**config.mk**
```make
export PLATFORM = sky130hd
export DESIGN_NAME = psram_cfg_unlock
export DESIGN_NICKNAME = d
export VERILOG_FILES = /design/src/rtl/psram_cfg_pkg.sv /design/src/rtl/psram_bus_capture.sv /design/src/rtl/psram_seq_detect.sv /design/src/rtl/psram_cfg_regs.sv /design/src/rtl/psram_array.sv /design/src/rtl/psram_cfg_unlock.sv
export SDC_FILE = /design/constraint.sdc
export NUM_CORES = 1
export LEC_CHECK = 0
export CORE_UTILIZATION = 52
export CTS_CLUSTER_SIZE = 20
export DETAILED_ROUTE_END_ITERATION = 10
export DONT_BUFFER_PORTS = 1
export GPL_TIMING_DRIVEN = 0
export PLACE_DENSITY = 0.73
export SYNTH_ARGS = -nofsm -noshare
export SYNTH_HDL_FRONTEND = slang
export SYNTH_SLANG_ARGS = --single-unit
```
**constraint.sdc**
```tcl
create_clock -name clk -period 3.8 [get_ports clk]
set_clock_uncertainty 0.2 [all_clocks]
set_input_delay 0.57 -clock clk [delete_from_list [all_inputs] [get_ports clk]]
set_output_delay 0.57 -clock clk [all_outputs]
set_load 0.005 [all_outputs]
```
**src/rtl/psram_cfg_pkg.sv**
```systemverilog
package psram_cfg_pkg;

  typedef enum logic [1:0] {
    SQ_IDLE  = 2'd0,
    SQ_RD1   = 2'd1,
    SQ_RD2   = 2'd2,
    SQ_ARMED = 2'd3
  } seq_state_t;

  typedef enum logic [1:0] {
    SEL_REFRESH = 2'd0,
    SEL_BUSCFG  = 2'd1,
    SEL_DEVID   = 2'd2,
    SEL_NONE    = 2'd3
  } reg_sel_t;

  localparam int unsigned SEL_CODES = 3;

endpackage

```
**src/rtl/psram_bus_capture.sv**
```systemverilog
module psram_bus_capture #(
  parameter int unsigned AW = 22,
  parameter int unsigned DW = 16
) (
  input  logic             clk,
  input  logic             rst,
  input  logic             cs_n,
  input  logic             adv_n,
  input  logic             we_n,
  input  logic             cre,
  input  logic [AW-DW-1:0] addr_hi,
  input  logic [DW-1:0]    adq_in,
  output logic [AW-1:0]    addr_q,
  output logic             cre_q,
  output logic             wr_q,
  output logic [DW-1:0]    wdata_q,
  output logic             done
);

  logic cs_low_q;

  always_ff @(posedge clk) begin
    if (rst) begin
      cs_low_q <= 1'b0;
      addr_q   <= '0;
      cre_q    <= 1'b0;
      wr_q     <= 1'b0;
      wdata_q  <= '0;
    end else begin
      cs_low_q <= !cs_n;
      if (!cs_n && !adv_n) begin
        addr_q <= {addr_hi, adq_in};
        cre_q  <= cre;
        wr_q   <= 1'b0;
      end else if (!cs_n && !we_n) begin
        wr_q    <= 1'b1;
        wdata_q <= adq_in;
      end
    end
  end

  assign done = cs_low_q && cs_n;

  a_r11_done_after_select: assert property (@(posedge clk) disable iff (rst)
    done |-> $past(!cs_n));

endmodule

```
**src/rtl/psram_seq_detect.sv**
```systemverilog
module psram_seq_detect
  import psram_cfg_pkg::*;
#(
  parameter int unsigned AW = 22,
  parameter int unsigned DW = 16
) (
  input  logic          clk,
  input  logic          rst,
  input  logic          done,
  input  logic [AW-1:0] addr_q,
  input  logic          cre_q,
  input  logic          wr_q,
  input  logic [DW-1:0] wdata_q,
  output reg_sel_t      sel_q,
  output logic          hit,
  output logic          reg_we,
  output logic          arr_we
);

  localparam logic [AW-1:0] TOP_ADDR = {AW{1'b1}};

  seq_state_t state_q, state_d;
  logic       at_top, rd_top, wr_top, code_ok, guard;

  assign at_top  = (addr_q == TOP_ADDR) && !cre_q;
  assign rd_top  = at_top && !wr_q;
  assign wr_top  = at_top && wr_q;
  assign code_ok = (wdata_q < DW'(SEL_CODES));

  always_comb begin
    state_d = state_q;
    if (done) begin
      unique case (state_q)
        SQ_IDLE:  state_d = rd_top ? SQ_RD1 : SQ_IDLE;
        SQ_RD1:   state_d = rd_top ? SQ_RD2 : SQ_IDLE;
        SQ_RD2: begin
          if (wr_top && code_ok) state_d = SQ_ARMED;
          else if (rd_top)       state_d = SQ_RD1;
          else                   state_d = SQ_IDLE;
        end
        default:  state_d = SQ_IDLE;
      endcase
    end
  end

  always_ff @(posedge clk) begin
    if (rst) begin
      state_q <= SQ_IDLE;
      sel_q   <= SEL_NONE;
    end else begin
      state_q <= state_d;
      if (done && state_q == SQ_RD2 && wr_top && code_ok)
        sel_q <= reg_sel_t'(wdata_q[1:0]);
      else if (done && state_q == SQ_ARMED)
        sel_q <= SEL_NONE;
    end
  end

  assign hit    = (state_q == SQ_ARMED) && at_top;
  assign guard  = at_top && ((state_q == SQ_RD2 && code_ok) || state_q == SQ_ARMED);
  assign reg_we = done && hit && wr_q;
  assign arr_we = done && wr_q && !cre_q && !guard;

  a_r2_abort_off_top: assert property (@(posedge clk) disable iff (rst)
    done && (addr_q != TOP_ADDR) |=> state_q == SQ_IDLE);

  a_r7_bad_code_cancels: assert property (@(posedge clk) disable iff (rst)
    done && state_q == SQ_RD2 && wr_q && !code_ok |=> state_q == SQ_IDLE);

  a_r8_restart_as_first: assert property (@(posedge clk) disable iff (rst)
    done && state_q == SQ_RD2 && rd_top |=> state_q == SQ_RD1);

  a_r3_armed_has_target: assert property (@(posedge clk) disable iff (rst)
    state_q == SQ_ARMED |-> sel_q != SEL_NONE);

  a_r5_top_word_guarded: assert property (@(posedge clk) disable iff (rst)
    reg_we |-> !arr_we);

endmodule

```
**src/rtl/psram_cfg_regs.sv**
```systemverilog
module psram_cfg_regs
  import psram_cfg_pkg::*;
#(
  parameter int unsigned DW       = 16,
  parameter logic [15:0] REF_INIT = 16'h0010,
  parameter logic [15:0] BUS_INIT = 16'h9D1F,
  parameter logic [15:0] DEV_ID   = 16'h0C1B
) (
  input  logic          clk,
  input  logic          rst,
  input  logic          sw_we,
  input  reg_sel_t      sw_sel,
  input  logic [DW-1:0] sw_data,
  input  logic          hw_we,
  input  reg_sel_t      hw_sel,
  input  logic [DW-1:0] hw_data,
  input  reg_sel_t      rd_sel,
  output logic [DW-1:0] rd_data
);

  logic [DW-1:0] ref_q, bus_q;
  logic          we;
  reg_sel_t      wsel;
  logic [DW-1:0] wdata;

  assign we    = sw_we || hw_we;
  assign wsel  = sw_we ? sw_sel : hw_sel;
  assign wdata = sw_we ? sw_data : hw_data;

  always_ff @(posedge clk) begin
    if (rst) begin
      ref_q <= DW'(REF_INIT);
      bus_q <= DW'(BUS_INIT);
    end else if (we) begin
      if (wsel == SEL_REFRESH) ref_q <= wdata;
      if (wsel == SEL_BUSCFG)  bus_q <= wdata;
    end
  end

  always_comb begin
    unique case (rd_sel)
      SEL_REFRESH: rd_data = ref_q;
      SEL_BUSCFG:  rd_data = bus_q;
      SEL_DEVID:   rd_data = DW'(DEV_ID);
      default:     rd_data = '0;
    endcase
  end

  a_r1_soft_load: assert property (@(posedge clk) disable iff (rst)
    sw_we && sw_sel == SEL_REFRESH |=> ref_q == $past(sw_data));

  a_r6_devid_read_only: assert property (@(posedge clk) disable iff (rst)
    we && wsel == SEL_DEVID |=> $stable(ref_q) && $stable(bus_q));

  a_r9_strobe_load: assert property (@(posedge clk) disable iff (rst)
    hw_we && !sw_we && hw_sel == SEL_BUSCFG |=> bus_q == $past(hw_data));

endmodule

```
**src/rtl/psram_array.sv**
```systemverilog
module psram_array #(
  parameter int unsigned IW = 4,
  parameter int unsigned DW = 16
) (
  input  logic          clk,
  input  logic          we,
  input  logic [IW-1:0] waddr,
  input  logic [DW-1:0] wdata,
  input  logic [IW-1:0] raddr,
  output logic [DW-1:0] rdata
);

  localparam int unsigned DEPTH = 1 << IW;

  logic [DW-1:0] mem [DEPTH];

  always_ff @(posedge clk) begin
    if (we) mem[waddr] <= wdata;
    rdata <= mem[raddr];
  end

endmodule

```
**src/rtl/psram_cfg_unlock.sv**
```systemverilog
module psram_cfg_unlock
  import psram_cfg_pkg::*;
#(
  parameter int unsigned AW       = 22,
  parameter int unsigned DW       = 16,
  parameter int unsigned ARR_IW   = 4,
  parameter int unsigned HSEL_LSB = 18
) (
  input  logic             clk,
  input  logic             rst,
  input  logic             cs_n,
  input  logic             adv_n,
  input  logic             oe_n,
  input  logic             we_n,
  input  logic             cre,
  input  logic [AW-DW-1:0] addr_hi,
  input  logic [DW-1:0]    adq_in,
  output logic [DW-1:0]    adq_out,
  output logic             adq_oe
);

  logic [AW-1:0] addr_q;
  logic          cre_q, wr_q, done;
  logic [DW-1:0] wdata_q, mem_q, reg_q, src;
  reg_sel_t      sel_q, hw_sel, rd_sel;
  logic          hit, reg_we, arr_we, hw_we;

  psram_bus_capture #(.AW(AW), .DW(DW)) u_cap (
    .clk(clk), .rst(rst), .cs_n(cs_n), .adv_n(adv_n), .we_n(we_n),
    .cre(cre), .addr_hi(addr_hi), .adq_in(adq_in),
    .addr_q(addr_q), .cre_q(cre_q), .wr_q(wr_q), .wdata_q(wdata_q),
    .done(done)
  );

  psram_seq_detect #(.AW(AW), .DW(DW)) u_det (
    .clk(clk), .rst(rst), .done(done), .addr_q(addr_q), .cre_q(cre_q),
    .wr_q(wr_q), .wdata_q(wdata_q), .sel_q(sel_q), .hit(hit),
    .reg_we(reg_we), .arr_we(arr_we)
  );

  assign hw_sel = reg_sel_t'(addr_q[HSEL_LSB+1:HSEL_LSB]);
  assign hw_we  = done && cre_q && wr_q;
  assign rd_sel = cre_q ? hw_sel : sel_q;

  psram_cfg_regs #(.DW(DW)) u_regs (
    .clk(clk), .rst(rst),
    .sw_we(reg_we), .sw_sel(sel_q), .sw_data(wdata_q),
    .hw_we(hw_we), .hw_sel(hw_sel), .hw_data(addr_q[DW-1:0]),
    .rd_sel(rd_sel), .rd_data(reg_q)
  );

  psram_array #(.IW(ARR_IW), .DW(DW)) u_arr (
    .clk(clk), .we(arr_we), .waddr(addr_q[ARR_IW-1:0]), .wdata(wdata_q),
    .raddr(addr_q[ARR_IW-1:0]), .rdata(mem_q)
  );

  assign src = (cre_q || hit) ? reg_q : mem_q;

  always_ff @(posedge clk) begin
    if (rst) begin
      adq_out <= '0;
      adq_oe  <= 1'b0;
    end else begin
      adq_oe  <= !cs_n && !oe_n && we_n;
      adq_out <= src;
    end
  end

  a_r11_drive_needs_oe: assert property (@(posedge clk) disable iff (rst)
    adq_oe |-> $past(!oe_n) && $past(!cs_n));

  a_r9_strobe_spares_array: assert property (@(posedge clk) disable iff (rst)
    done && cre_q |-> !arr_we);

endmodule

```
### Word-level counts from Yosys, hierarchy flattened

Memories as Yosys holds them, arrays and structs flattened. A register that Yosys moved wholly into a read port is not among the register bits.
Cells that the tools add are included.

| storage, ports and cells | value |
|---|---|
| register bits after elaboration | 94 |
| RAM bits | 256 |
| output and inout bits | 17 |
| memories kept | 1 |

Memory list:

| name | depth | width | read ports | clocked after memory_dff | wr ports | RTL line | RTL |
|---|---|---|---|---|---|---|---|
| u_arr.mem | 16 | 16 | 1 | 1 | 1 | psram_array.sv:15 | `logic [DW-1:0] mem [DEPTH];` |

| operators by class | value |
|---|---|
| magnitude comparators | 1 |
| eq/ne operators | 7 |
| mux-type cells | 13 |
| bitwise gates (word level) | 1 |
| reductions and logical operators | 41 |

Operators by type and width:

| cell | count |
|---|---|
| case mux 16 bit (3 select lines) | 1 |
| 2-to-1 mux 16 bit | 2 |
| logical AND 1 bit | 23 |
| equality test 22 bit (second input constant) | 1 |
| less-than comparator 16 x 2 -> 1 bit (second input constant) | 1 |
| 2-to-1 mux 2 bit | 6 |
| logical NOT 1 bit | 7 |
| equality test 2 x 1 -> 1 bit (second input constant) | 3 |
| equality test 2 bit (second input constant) | 3 |
| logical NOT 2 bit | 3 |
| case mux 2 bit (3 select lines) | 1 |
| AND reduction 2 bit | 3 |
| logical OR 1 bit | 3 |
| 2-to-1 mux 1 bit | 3 |
| nonzero test 2 bit | 1 |
| OR reduction 2 bit | 1 |
| NOT 1 bit | 1 |

### Longest topological paths before layout

Gate-level depths: netlist of run 1.

| logic depth | value |
|---|---|
| depth in word-level cells | 8 |
| mapped depth | 8 |
| depth with buffers taken out | 5 |

### Modules after synthesis

Synthesis of run 1 repeated with hierarchy kept, for this count alone.

| second synthesis, totals | value |
|---|---|
| cells, all modules | 938 |
| area, all modules | 14722.9 um2 |

By module, submodules not included:

| module | times used | cells each | area each (um2) |
|---|---|---|---|
| psram_array | 1 | 432 | 10043.4 |
| psram_cfg_regs | 1 | 200 | 1810.5 |
| psram_bus_capture | 1 | 182 | 1773.0 |
| psram_cfg_unlock | 1 | 77 | 733.2 |
| psram_seq_detect | 1 | 47 | 362.8 |

### Worst setup path before layout of run 1

No wires, ideal clock.

| timing path | value |
|---|---|
| kind | reg2reg |
| start point | reg u_cap.addr_q[2] |
| end point | mem u_arr.mem[4][0] (enable) |
| setup time | 0.430 ns |
| arrival time | 3.080 ns |
| setup slack | 0.090 ns |
| stages on the path, launching flop included | 9 |
| period minus slack after synthesis | 3.710 ns |
| cells stage by stage | dfxtp_1 buf_4 nand4_1 or2_2 clkbuf_1 nor2_1 a211o_1 clkbuf_1 nor4_1 |

| on the way | value |
|---|---|
| cells in the longest elaborated chain, start to end | 7 |

RTL lines:

| what | RTL line | RTL |
|---|---|---|
| start: declaration | psram_bus_capture.sv:13 | `output logic [AW-1:0] addr_q,` |
| start signal: assignment | psram_bus_capture.sv:32 | `addr_q <= {addr_hi, adq_in};` |
| equality test 22 bit | psram_seq_detect.sv:25 | `assign at_top = (addr_q == TOP_ADDR) && !cre_q;` |
| logical AND 1 bit | psram_seq_detect.sv:25 |  |
| logical AND 1 bit | psram_seq_detect.sv:60 | `assign guard = at_top && ((state_q == SQ_RD2 && code_ok) \|\| state_q == SQ_ARMED);` |
| logical NOT 1 bit | psram_seq_detect.sv:62 | `assign arr_we = done && wr_q && !cre_q && !guard;` |
| logical AND 1 bit | psram_seq_detect.sv:62 |  |
| 2-to-1 mux 1 bit | psram_array.sv:18 | `if (we) mem[waddr] <= wdata;` |
| 2-to-1 mux 1 bit (implied by the code) | psram_array.sv:18 |  |
| end: declaration | psram_array.sv:15 |  |

Several ways; a longest one is shown, not always the timed one.

### Worst setup path in the final report of run 1

| timing path | value |
|---|---|
| start point | reg u_cap.wdata_q[1] |
| end point | mem u_arr.mem[1][1] (enable) |

| on the way | value |
|---|---|
| cells in the longest elaborated chain, start to end | 8 |

RTL lines:

| what | RTL line | RTL |
|---|---|---|
| start: declaration | psram_bus_capture.sv:16 | `output logic [DW-1:0] wdata_q,` |
| start signal: assignment | psram_bus_capture.sv:37 | `wdata_q <= adq_in;` |
| less-than comparator 16 x 2 -> 1 bit | psram_seq_detect.sv:28 | `assign code_ok = (wdata_q < DW'(SEL_CODES));` |
| logical AND 1 bit | psram_seq_detect.sv:60 |  |
| logical OR 1 bit | psram_seq_detect.sv:60 |  |
| logical AND 1 bit | psram_seq_detect.sv:60 |  |
| logical NOT 1 bit | psram_seq_detect.sv:62 |  |
| logical AND 1 bit | psram_seq_detect.sv:62 |  |
| 2-to-1 mux 1 bit | psram_array.sv:18 |  |
| 2-to-1 mux 1 bit (implied by the code) | psram_array.sv:18 |  |

No other way between the ends.

==> results.py, run 1 <==
metrics = {
    "critical_path": {
        "regToRegStartpoint": "u_cap.wdata_q[1]",
        "crit_required_ps": 3820,
        "setup.worst_path.start": "u_cap.wdata_q[1]",
        "path_class": "register to register",
        "end_kind": "register",
        "reg2regPathDepth": 8,
        "critPathArrivalTime_ps": 3570,
        "cp-start-kind": "register",
        "r2r_end": "u_arr.mem[1][1]",
        "timing.reg2reg.setup_slack_ps": 250,
        "cp_max_fo": 19,
        "cp-endpoint": "u_arr.mem[1][1]",
    },
    "pwr": {
        "p_per_area_mw_per_mm2": 501,
        "seq_power_share": 0.533,
        "p_sw_mw": 1.67,
        "comb_power_share": 0.037,
        "p_leak_nw": 4.93,
        "p_clk_frac": 0.430,
        "p_int_mw": 6.49,
        "ir_worst_vdd_uv": 462,
        "p_sw_frac": 0.205,
    },
    "sta": {
        "grt_setup_unrepaired": "no",
        "post-route-min-period_ps": 3550,
        "final-hold-violation-count": 0,
        "setup_viol": 0,
        "worstMarginPinSlew_ps": 1010,
        "slew_headroom": 0.329,
        "setup_tns_ps": 0,
        "final.period_utilization": 0.934,
        "slew_viol_final": 0,
        "fmax_mhz": 282,
    },
    "synthesis": {
        "syn-cell-area_mm2": 0.0141,
        "synth_seq_cells": 366,
        "synthArstFlopShare": 0,
        "synth-warning-count": 0,
        "syn_nets": 924,
        "synth_seq_area_share": 0.700,
        "syn_area_per_cell_um2": 15.8,
        "ys.flop_type": "edfxtp_1",
        "synth_cell_types": 45,
        "synthCells": 895,
        "synth_enable_flop_cells": 256,
    },
    "floorplanning": {
        "io_pins": 46,
        "core_area_mm2": 0.0264,
        "die_w_um": 167,
        "start_util": 0.536,
        "rows": 59,
        "die_area_mm2": 0.0278,
        "die_y_um": 167,
    },
    "placement": {
        "io_buffers": 0,
        "dpl.hpwl_um": 23200,
        "finalWeightedCongestion": 0.913,
        "placed_cells": 1252,
        "placed_area_mm2": 0.0149,
    },
    "detailed_routing": {
        "vias_per_cell": 6.32,
        "ant_nets": 0,
        "routed_wl_um": 34100,
        "routedWlPerCell_um": 25.4,
        "vias": 8476,
        "drt_iter0_drc": 1025,
        "route.detailed.drc": 0,
        "drt_pass1_iterations": 6,
    },
    "cts": {
        "insertion_delay_ps": 520,
        "cts_tree": "built",
        "cts_sinks": 366,
        "cts-htree-levels": 2,
        "post_cts_resized": 0,
        "cts.root.buffer_cell": "clkbuf_16",
        "cts_buffer_depth": 3,
        "cts_buffers": 37,
        "path_clk_slew_ps": 60,
    },
    "global_route": {
        "grt_overflow": 0,
        "grt_pass1_vias": 8526,
        "grt_max_degree": 20,
        "antenna_found_initial": 1,
        "grt_pass1_wl_um": 51800,
        "grtUsageTotal": 0.254,
    },
    "status": {
        "status": "finished clean",
    },
    "cells_and_area": {
        "diodes": 0,
        "drive_above_1_share": 0.193,
        "final_nets": 1010,
        "layout.cells.non_filler": 1342,
        "nFillCells": 1799,
        "design_area_mm2": 0.0163,
        "synthToLayoutAreaGrowth_pct": 15.3,
    },
    "hold_path": {
        "hp-class": "input pin to register",
    },
    "flow_run": {
        "timing.max_cap.violations": 0,
    },
}
==> cells in the final DEF, fill, tap and decap left out, drive strengths merged, types with 8 or more instances in the layout <==
cell / Yosys / routed
clkinv: 1 / 8
a21oi: 69 / 69
nand2: 95 / 95
nor3: 22 / 22
a211oi: 9 / 9
a21boi: 10 / 10
mux2i: 22 / 22
nor4: 17 / 17
o31ai: 26 / 26
nor2: 40 / 40
mux4: 80 / 80
dlygate4sd3: 0 / 25
dfxtp: 110 / 110
or3: 8 / 8
o21ai: 9 / 9
nand3: 14 / 14
buf: 19 / 41
inv: 9 / 11
clkbuf: 43 / 96
edfxtp: 256 / 256
==> power by group through the flow <==
stage	clock, mW	sequential [mW]	combinational, mW
CTS	3.55	4.35	0.296
floorplan	0	4.40	0.191
finish	3.51	4.35	0.300
detailed placement	0	4.43	0.271
global placement	0	4.43	0.261
global route	3.70	4.35	0.321
==> synth_stat cells, drive strengths merged, types with 2 or more instances <==
master  instances  area share
and2            2     0.00089
nand3          14      0.0050
or3             8      0.0035
or2             2     0.00089
edfxtp        256        0.54
or4             4      0.0027
a22oi           2      0.0011
nand2b          3      0.0013
nor2           40       0.011
nor4           17      0.0086
a211oi          9      0.0048
clkbuf         43       0.011
a21boi         10      0.0053
nand4b          2      0.0023
mux2i          22       0.016
a21oi          69       0.025
dfxtp         110        0.16
mux4           80        0.13
nor4b           2      0.0012
nand4           4      0.0018
nor3           22      0.0078
and3            2     0.00089
buf            19      0.0086
nand2          95       0.025
o31ai          26       0.014
a221oi          6      0.0037
o21ai           9      0.0032
inv             9      0.0024
==> per-stage QoR <==
stage	utilization	worst slack, ps	total power [mW]	hold WS [ps]
floorplan	-	89.6	4.60	217
finish	0.618	249	8.16	10.3
global route	0.618	57.1	8.38	1.93
global placement	0.552	-2170	4.69	247
detailed placement	0.564	255	4.70	255
CTS	0.618	261	8.19	0.423
==> metal layers <==
metal	GRT usage	up-vias	wire length (um)
met3	0.0492	98	3480
met1	0.353	4219	13200
met5	0	-	13
li1	-	3670	-
met2	0.407	487	16400
met4	0.0825	2	959
==> final cells by class <==
cell class | count | area, um2 | area share
Clock buffer | 53 | 1060 | 0.0649
Multi-Input combinational cell | 457 | 3980 | 0.245
Clock inverter | 12 | 115 | 0.00707
Sequential cell | 366 | 9890 | 0.607
Inverter | 10 | 37.5 | 0.00230
Buffer | 62 | 283 | 0.0174
Tap cell | 335 | 419 | 0.0257
Timing Repair Buffer | 47 | 502 | 0.0308
==> sequential cells by signal (all words and copies together), names as in the netlist, 2 cells and up <==
register	flops
u_regs.bus_q	16
u_det.sel_q	2
u_cap.addr_q	22
u_det.state_q	2
adq_out	16
u_arr.rdata	16
u_regs.ref_q	16
u_arr.mem	256
u_cap.wdata_q	16
==> worst max-delay path: stages, from the launching register on <==
cell and delay, ps:
dfxtp_1 790, inv_1 130, o2111ai_1 260, o31ai_1 100, a211o_1 300, clkbuf_1 290, nor4_2 710, buf_4 280
buf_4 170
==> how the worst min path moves through the flow <==
stage | cells past startpoint | slack [ps] | end | start
global placement | 2 | 250 | u_cap.addr_q[20] | u_cap.addr_q[20]
global route | 2 | 2 | u_cap.addr_q[3] | adq_in[3]
finish | 2 | 10 | u_cap.addr_q[9] | adq_in[9]
CTS | 2 | 0.4 | u_cap.addr_q[9] | adq_in[9]
detailed placement | 2 | 250 | u_cap.addr_q[21] | u_cap.addr_q[21]
floorplan | 2 | 220 | adq_out[0] | u_arr.rdata[0]
==> cells by family (layout without fill, tap and decap cells) <==
family,after synthesis,count (layout),share of synthesized area
DFF,366,366,0.700
AOI/OAI and AO/OA,135,135,0.0594
muxes,102,102,0.143
and+or+nand+nor,220,220,0.0746
buffers and inverters,72,184,0.0227
==> what timing repair did <==
action,CTS,global route
endpoints found under the setup margin,0,0
endpoints found under the hold margin,35,0
hold buffers,25,0
buffers inserted,0,0
Note: power is estimated with default switching activity, not from simulation.
==> run 2: changes to the inputs <==
BUFFER_PORTS_ARGS = -buffer_cell sky130_fd_sc_hd__buf_2   (was not set)
CTS_CLUSTER_DIAMETER = 50   (was not set)
DONT_BUFFER_PORTS = not set   (was 1)
PLACE_DENSITY = 0.74   (was 0.73)
==> run 2 against run 1 <==
  * Critical path depth is 1 lower
  * Sequential power about the same
  * Die area unchanged
  * Hold slack better by 23 ps
  * Sequential cell count stayed put
  * Setup slack worse by 50 ps
  * Utilization shrank 0.80 points
  * Largest power group unchanged
  * Clock power fell by 11%
  * Wire length shrank 1.1%
  * Register-to-register slack worse by 50 ps
==> results.py, run 2 (synthesis results as in run 1) <==
metrics = {
    "floorplanning": {
        "core_area_mm2": 0.0264,
        "die_area_mm2": 0.0278,
        "die_w_um": 167,
        "start_util": 0.536,
        "io_pins": 46,
        "rows": 59,
        "die_y_um": 167,
    },
    "sta": {
        "final-hold-violation-count": 0,
        "worstMarginPinSlew_ps": 1190,
        "slew_viol_final": 0,
        "final.period_utilization": 0.948,
        "grt_setup_unrepaired": "no",
        "setup_viol": 0,
        "post-route-min-period_ps": 3600,
        "layout_setup_ws_ps": 199,
        "slew_headroom": 0.210,
        "setup_tns_ps": 0,
        "fmax_mhz": 278,
    },
    "global_route": {
        "antenna_found_initial": 0,
        "grt_util_met3": 0.0459,
        "grt_pass1_vias": 8117,
        "grt_use_met2": 0.404,
        "met1_usage": 0.342,
        "grt_pass1_wl_um": 50600,
        "grt_overflow": 0,
        "grtUsageTotal": 0.248,
        "grt_max_degree": 21,
        "top_usage_layer": "met2",
    },
    "critical_path": {
        "r2r_end": "u_arr.mem[5][14]",
        "cp_top_family": "simple AND/OR/NAND/NOR gates",
        "critPathMaxStageDelay_ps": 970,
        "end_kind": "register",
        "crit_required_ps": 3880,
        "reg2regPathDepth": 7,
        "cpMaxStageDelayCell": "nor3_2",
        "timing.reg2reg.setup_slack_ps": 200,
        "cp-start-kind": "register",
        "regToRegStartpoint": "u_cap.wdata_q[0]",
        "critPathArrivalTime_ps": 3680,
        "path_cells": "inv_1, o2111ai_1, o31ai_1, a211o_1, clkbuf_1, nor3_2, buf_8",
        "path_buf_inv": 3,
        "path_class": "register to register",
        "cp_max_fo": 19,
    },
    "placement": {
        "finalWeightedCongestion": 0.900,
        "io_buffers": 44,
        "dp_slack_ps": 261,
        "dpl.hpwl_um": 23000,
        "placed_area_mm2": 0.0151,
    },
    "cts": {
        "insertion_delay_ps": 570,
        "cts_buffers": 29,
        "cts-htree-levels": 1,
        "cts.root.buffer_cell": "clkbuf_16",
        "post_cts_buffers": 0,
        "cts_sinks": 366,
        "cts_tree": "built",
        "path_clk_slew_ps": 80,
        "cts_buffer_depth": 3,
    },
    "detailed_routing": {
        "routed_wl_um": 33700,
        "vias_per_cell": 6.17,
        "ant_nets": 0,
        "drt_pass1_iterations": 5,
        "route.detailed.drc": 0,
        "routedWlPerCell_um": 25.0,
        "drt_iter0_drc": 896,
        "vias": 8328,
    },
    "cells_and_area": {
        "nFillCells": 1863,
        "synthToLayoutAreaGrowth_pct": 13.8,
        "final_nets": 1021,
        "largest_reg_flops": 256,
        "design_area_mm2": 0.0161,
        "diodes": 0,
        "largest-register": "u_arr.mem",
        "layout_common_cells": "edfxtp_1, dfxtp_1, nand2_1, mux4_2, a21oi_1",
        "drive_above_1_share": 0.233,
        "layout_commonest_cell": "edfxtp_1",
        "top_regs": "u_arr.mem x256, u_cap.addr_q x22",
    },
    "pwr": {
        "p_sw_frac": 0.226,
        "seq_power_share": 0.559,
        "p_leak_nw": 4.90,
        "comb_power_share": 0.040,
        "p_per_area_mw_per_mm2": 483,
        "p_int_mw": 6.01,
        "ir_worst_vdd_uv": 476,
        "p_sw_mw": 1.75,
        "p_clk_frac": 0.401,
    },
    "status": {
        "status": "finished clean",
    },
    "hold_path": {
        "hp-class": "input pin to register",
        "hold_end": "u_cap.cre_q",
        "hold_start": "cre",
        "hold_depth": 3,
    },
    "flow_run": {
        "timing.max_cap.violations": 0,
    },
}
## run 2: changes by cell type in the layout (fill, tap and decap cells not counted), moves of 3 or more
cell | previous run | this run
buf_2 | 10 | 54
buf_6 | 11 | 7
clkbuf_1 | 53 | 43
clkbuf_16 | 38 | 29
clkbuf_8 | 5 | 0
clkinv_4 | 0 | 3
clkinvlp_4 | 1 | 6
dlygate4sd3_1 | 25 | 1
inv_6 | 2 | 5
## run 2: power by group through the flow
stage          Sequential (mW)  Clock [mW]  Combinational, mW
5_1_grt                   4.34        3.29              0.336
3_5_place_dp              4.43           0              0.306
3_3_place_gp              4.42           0              0.297
4_1_cts                   4.34        3.13              0.310
6_report                  4.34        3.11              0.311
2_1_floorplan             4.40           0              0.191
## run 2: layout make-up
cell class	count	area (um2)	share of cell area
Buffer	62	283	0.0176
Clock buffer	29	726	0.0451
Clock inverter	25	263	0.0163
Inverter	10	37.5	0.00234
Multi-Input combinational cell	457	3980	0.248
Sequential cell	366	9890	0.615
Tap cell	335	419	0.0261
Timing Repair Buffer	66	474	0.0295
## run 2: per-layer routing
metal,up-vias,part of all wire
met1,4141,0.39
met3,70,0.096
met5,-,0
met2,428,0.49
li1,3689,-
met4,0,0.025
## run 2: worst register-to-register path, delay by kind of cell (launching register included)
kind / cells / cell delay (ps)
AOI/OAI and AO/OA: 3 / 680
DFF: 1 / 800
buffers and inverters: 3 / 670
and+or+nand+nor: 1 / 970
## run 2: worst max path at each step
stage,from,end,slack (ps),cells past startpoint
2_1_floorplan,u_cap.addr_q[2],u_arr.mem[4][0],90,8
3_3_place_gp,u_cap.wdata_q[0],u_arr.mem[1][1],-2030,6
3_5_place_dp,u_cap.wdata_q[0],u_arr.mem[5][4],260,7
4_1_cts,u_cap.wdata_q[0],u_arr.mem[5][14],230,7
5_1_grt,u_cap.wdata_q[0],u_arr.mem[7][11],10,7
6_report,u_cap.wdata_q[0],u_arr.mem[5][14],200,7
## run 2: repair_timing
item / 4_1_cts / 5_1_grt
endpoints found under the hold margin: 1 / 0
gates resized for setup: 0 / 0
endpoints found under the setup margin: 0 / 0
hold buffers: 1 / 0
## run 2: metrics by stage
step / total power, mW / util / hold slack, ps / cells
2_1_floorplan: 4.60 / - / 217 / 895
3_3_place_gp: 4.72 / 0.560 / 248 / 1274
3_5_place_dp: 4.73 / 0.572 / 248 / 1295
4_1_cts: 7.78 / 0.610 / 24.2 / 1350
5_1_grt: 7.96 / 0.610 / 40.3 / 1350
6_report: 7.76 / 0.610 / 33.7 / 1350
